==> config.mk <==
export PLATFORM = sky130hd
export DESIGN_NAME = sevt_group
export DESIGN_NICKNAME = d
export VERILOG_FILES = /design/src/rtl/sevt_pkg.sv /design/src/rtl/sevt_edge.sv /design/src/rtl/sevt_latch.sv /design/src/rtl/sevt_summary.sv /design/src/rtl/sevt_group.sv
export SDC_FILE = /design/constraint.sdc
export NUM_CORES = 1
export LEC_CHECK = 0
export CORE_ASPECT_RATIO = 1.2
export CORE_MARGIN = 2
export CORE_UTILIZATION = 58
export DETAILED_ROUTE_END_ITERATION = 8
export GPL_TIMING_DRIVEN = 0
export PLACE_DENSITY = 0.87
export SLEW_MARGIN = 30
export SYNTH_ARGS = -nofsm -noshare
export SYNTH_HDL_FRONTEND = slang
export SYNTH_SLANG_ARGS = --single-unit
==> constraint.sdc <==
create_clock -name clk -period 4.5 [get_ports clk]
set_input_delay 1.125 -clock clk [delete_from_list [all_inputs] [get_ports clk]]
set_output_delay 1.125 -clock clk [all_outputs]
set_load 0.01 [all_outputs]
==> src/rtl/sevt_pkg.sv <==
package sevt_pkg;
   localparam int ADDR_W = 3;
   typedef enum logic [ADDR_W-1:0] {
      ADR_COND = 3'd0,
      ADR_EVT  = 3'd1,
      ADR_EN   = 3'd2,
      ADR_RISE = 3'd3,
      ADR_FALL = 3'd4
   } sevt_addr_e;
endpackage

==> src/rtl/sevt_edge.sv <==
module sevt_edge #(
   parameter int WIDTH = 16
) (
   input  logic             clk,
   input  logic             rst_n,
   input  logic [WIDTH-1:0] cond_in,
   input  logic [WIDTH-1:0] rise_mask,
   input  logic [WIDTH-1:0] fall_mask,
   output logic [WIDTH-1:0] prev_cond,
   output logic [WIDTH-1:0] set_vec
);
   always_ff @(posedge clk or negedge rst_n) begin
      if (!rst_n) prev_cond <= '0;
      else        prev_cond <= cond_in;
   end

   for (genvar i = 0; i < WIDTH; i++) begin : g_bit
      logic up_e, dn_e;
      always_comb begin
         up_e       = cond_in[i] & ~prev_cond[i];
         dn_e       = ~cond_in[i] & prev_cond[i];
         set_vec[i] = (up_e & rise_mask[i]) | (dn_e & fall_mask[i]);
      end
   end
endmodule

==> src/rtl/sevt_latch.sv <==
module sevt_latch #(
   parameter int WIDTH = 16
) (
   input  logic             clk,
   input  logic             rst_n,
   input  logic [WIDTH-1:0] set_vec,
   input  logic             clr_all,
   output logic [WIDTH-1:0] evt_q
);
   for (genvar i = 0; i < WIDTH; i++) begin : g_bit
      always_ff @(posedge clk or negedge rst_n) begin
         if (!rst_n)          evt_q[i] <= 1'b0;
         else if (set_vec[i]) evt_q[i] <= 1'b1;
         else if (clr_all)    evt_q[i] <= 1'b0;
      end
   end
endmodule

==> src/rtl/sevt_summary.sv <==
module sevt_summary #(
   parameter int WIDTH      = 16,
   parameter bit REGISTERED = 1'b1
) (
   input  logic             clk,
   input  logic             rst_n,
   input  logic [WIDTH-1:0] evt_q,
   input  logic [WIDTH-1:0] en_q,
   output logic             summary
);
   logic any_hit;
   assign any_hit = |(evt_q & en_q);

   if (REGISTERED) begin : g_reg
      always_ff @(posedge clk or negedge rst_n) begin
         if (!rst_n) summary <= 1'b0;
         else        summary <= any_hit;
      end
   end else begin : g_comb
      logic unused_clk;
      assign unused_clk = clk ^ rst_n;
      assign summary = any_hit;
   end
endmodule

==> src/rtl/sevt_group.sv <==
module sevt_group
   import sevt_pkg::*;
#(
   parameter int               WIDTH    = 16,
   parameter logic [WIDTH-1:0] RISE_RST = '1,
   parameter logic [WIDTH-1:0] FALL_RST = '0,
   parameter bit               SUM_REG  = 1'b1
) (
   input  logic              clk,
   input  logic              rst_n,
   input  logic [WIDTH-1:0]  cond_in,
   input  logic [ADDR_W-1:0] acc_addr,
   input  logic              acc_wr,
   input  logic              acc_rd,
   input  logic [WIDTH-1:0]  acc_wdata,
   output logic [WIDTH-1:0]  acc_rdata,
   input  logic              clr_stb,
   output logic              summary
);
   if (WIDTH < 1 || WIDTH > 32) begin : g_bad_width
      $error("sevt_group: WIDTH must be 1..32");
   end

   logic [WIDTH-1:0] en_q, rise_q, fall_q;
   logic [WIDTH-1:0] prev_cond, set_vec, evt_q;
   logic             rd_evt, clr_all;
   sevt_addr_e       adr;

   assign adr     = sevt_addr_e'(acc_addr);
   assign rd_evt  = acc_rd && (adr == ADR_EVT);
   assign clr_all = rd_evt || clr_stb;

   always_ff @(posedge clk or negedge rst_n) begin
      if (!rst_n) begin
         en_q   <= '0;
         rise_q <= RISE_RST;
         fall_q <= FALL_RST;
      end else if (acc_wr) begin
         case (adr)
            ADR_EN:   en_q   <= acc_wdata;
            ADR_RISE: rise_q <= acc_wdata;
            ADR_FALL: fall_q <= acc_wdata;
            default:  ;
         endcase
      end
   end

   always_comb begin
      case (adr)
         ADR_COND: acc_rdata = cond_in;
         ADR_EVT:  acc_rdata = evt_q;
         ADR_EN:   acc_rdata = en_q;
         ADR_RISE: acc_rdata = rise_q;
         ADR_FALL: acc_rdata = fall_q;
         default:  acc_rdata = '0;
      endcase
   end

   sevt_edge #(.WIDTH(WIDTH)) u_edge (
      .clk(clk), .rst_n(rst_n), .cond_in(cond_in),
      .rise_mask(rise_q), .fall_mask(fall_q),
      .prev_cond(prev_cond), .set_vec(set_vec)
   );

   sevt_latch #(.WIDTH(WIDTH)) u_latch (
      .clk(clk), .rst_n(rst_n), .set_vec(set_vec),
      .clr_all(clr_all), .evt_q(evt_q)
   );

   sevt_summary #(.WIDTH(WIDTH), .REGISTERED(SUM_REG)) u_sum (
      .clk(clk), .rst_n(rst_n), .evt_q(evt_q), .en_q(en_q),
      .summary(summary)
   );
endmodule

==> out/results.tsv, run 1 <==
stage	metric	value	unit
power	powerDensity	442	nW/µm²
setup_path	cp_data_arrival_time	3.31	ns
setup_path	cp-start-kind	input port	
yosys	ys_async_sr_fraction	100	%
finish	fill_cells	404	
placed_design	dpl_worst_slack	-0.127	ns
power	total_power	2.09	mW
yosys	synth_warnings	0	
routing	antenna_left	0	
clock_network	ctsLongestPathBuffers	2	
yosys	syn_area	3760	µm²
worst_hold_path	hold_class	flip-flop to flip-flop	
finish	drive_gt1_share	28.1	%
timing	setup_violations	0	
global_route	track_usage	27.0	%
setup_path	cp-end-kind	primary output	
clock_network	insertion_delay	0.35	ns
finish	antennaDiodeCount	0	
die	design.core.area	6370	µm²
clock_network	numCtsBuffers	9	
routing	wire_per_inst	19.5	µm
yosys	ys_ff_latch	81	
setup_path	crit_type	input port to primary output	
die	num_rows	32	
die	ios	57	
timing	period_needed	4.43	ns
clock_network	root_buffer	clkbuf_8	
die	die_area	7140	µm²
power	ir_drop	0.000242	V
setup_path	worstPathMaxFanout	10	
timing	slew_violations	0	
finish	fin_nets	399	
finish	mostFrequentLayoutCell	dfrtp_1	
clock_network	htreeDepth	3	
setup_path	cp.required	3.38	ns
timing	grt_setup_unrepaired	no	
yosys	synthDistinctLibCells	31	
yosys	synth_edf_count	0	
finish	final_cell_mix	65 x dfrtp_1, 55 x clkdlybuf4s50_1, 52 x mux2_2	
die	initial_core_util	59.0	%
timing	fin_crit_sh	98.5	%
clock_network	cts_setup_buffers	0	
global_route	gr-total-overflow	0	
timing	finalHoldViolations	0	
yosys	synthCells	291	
global_route	grt_pass1_vias	2874	
clock_network	cts_tree	done	
routing	vias	2641	
global_route	grt_pass1_wl	14600	µm
die	die_x	77.5	µm
global_route	grt_max_degree	47	
yosys	seq_area_frac_synth	54.5	%
power	p_leak	2.00	nW
timing	max_freq	226	MHz
placed_design	dp_hpwl	5970	µm
finish	area_delta_synth_final	25.9	%
routing	via_per_inst	5.90	
timing	slew_headroom	67.5	%
global_route	grt_antenna_before_repair	0	
placed_design	port_buffers	56	
clock_network	clock_sinks	81	
finish	regArea	2050	µm²
timing	fin_ws	0.0685	ns
finish	multi_input_area	1580	µm²
yosys	avgSynthCellArea	12.9	µm²
job	cap_violations	0	
yosys	synth-main-ff-cell	dfrtp_1	
placed_design	finalWeightedCongestion	0.849	
status	outcome	complete, no violations	
routing	drt-pass1-iter-count	4	
timing	worstMarginPinSlew	0.487	ns
clock_network	clk_pin_slew	0.07	ns
yosys	synthesis.nets	331	
die	die_h	92.2	µm
routing	drt_iter0_markers	237	
routing	drc	0	
timing	skew	0.0112	ns
routing	wl	8730	µm
Yosys cell counts (2+ instances only):
master	n	area share, %
nor2_1	15	1.5
a221o_1	14	3.7
nand2_1	18	1.8
a22o_1	4	0.93
a221oi_1	4	0.93
mux2_2	52	16
o221ai_1	16	3.7
mux2_1	12	3.6
buf_4	2	0.40
dfrtp_1	65	43
inv_1	17	1.7
mux2i_1	15	4.0
clkbuf_1	2	0.20
buf_2	8	1.1
nand3b_1	16	3.2
dfstp_2	16	11
per-stage QoR:
step / TNS [ns] / area (µm²) / hold WS [ns] / util (%) / std cells
after detailed placement: -0.998 / 4450 / 0.484 / 69.9 / 433
final: 0 / 4730 / 0.489 / 74.3 / 448
after floorplan: 0 / 3760 / 0.466 / - / 291
after global routing: 0 / 4730 / 0.511 / 74.3 / 448
after global placement: -29.11 / 4420 / 0.472 / 69.5 / 432
after CTS: 0 / 4720 / 0.495 / 74.1 / 448
critical path, stage by stage:
cell	delay [ns]
clkdlybuf4s50_1	0.53
buf_2	0.30
buf_4	0.30
mux2i_1	0.21
nor2_1	0.06
a221o_1	0.29
clkdlybuf4s50_1	0.49
kinds of logic after synthesis:
group                  after synthesis  share of synthesized area, %
flip-flops                          81                          54.5
multiplexers                        79                          23.2
AND/OR/NAND/NOR                     58                          8.36
AO/OA/AOI/OAI                       43                          10.3
buffers and inverters               30                          3.66
flip-flops by register name, indices dropped and copies added, names as in the netlist:
register          count
u_latch.evt_q        16
u_sum.summary         1
rise_q               16
fall_q               16
u_edge.prev_cond     16
en_q                 16
metal layers:
metal / routed length (µm) / vias to the layer above / global-route usage, % / share of wire, %
li1: - / 1219 / - / -
met5: 0 / - / 0 / 0
met4: 216 / 0 / 13.2 / 2.5
met3: 381 / 19 / 4.43 / 4.4
met1: 3720 / 1317 / 36.0 / 43
met2: 4410 / 86 / 42.8 / 50
path summary, 6_finish.rpt:
check / start / to / slack [ns] / cells after the start
hold / removal: u_edge.prev_cond[0] / u_latch.evt_q[0] / 0.49 / 1
setup reg to reg: u_latch.evt_q[9] / u_sum.summary / 3.14 / 3
setup / recovery: acc_addr[1] / acc_rdata[4] / 0.07 / 7
min in group asynchronous: rst_n / fall_q[11] / 0.72 / 1
max in group asynchronous: rst_n / rise_q[13] / 3.12 / 2
hold reg to reg: u_edge.prev_cond[0] / u_latch.evt_q[0] / 0.49 / 1
power by group:
group / switching, mW / total [mW] / internal [mW]
combinational: 0.167 / 0.410 / 0.243
clock: 0.260 / 0.683 / 0.423
sequential: 0.108 / 0.995 / 0.886
final cells by class:
cell class / count / share of cell area (%)
sequential: 81 / 43.3
timing repair buffer: 57 / 12.4
multi-input combinational: 180 / 33.4
tap: 85 / 2.25
buffer: 13 / 1.90
clock inverter: 5 / 2.72
clock buffer: 10 / 2.70
inverter: 17 / 1.35
timing repair:
action,in CTS,in global routing
pin swaps,0,0
resized for setup,5,5
hold buffers,0,0
setup endpoints to repair,10,10
Note: power is estimated with default switching activity, not from simulation.
==> run 2: changes to the inputs <==
--- a/config.mk
+++ b/config.mk
@@ -15,3 +15,4 @@
 export SYNTH_ARGS = -nofsm -noshare
 export SYNTH_HDL_FRONTEND = slang
 export SYNTH_SLANG_ARGS = --single-unit
+export TNS_END_PERCENT = 100
==> results of run 2 <==
Final layout, timing and power as in run 1 (identical DEF).
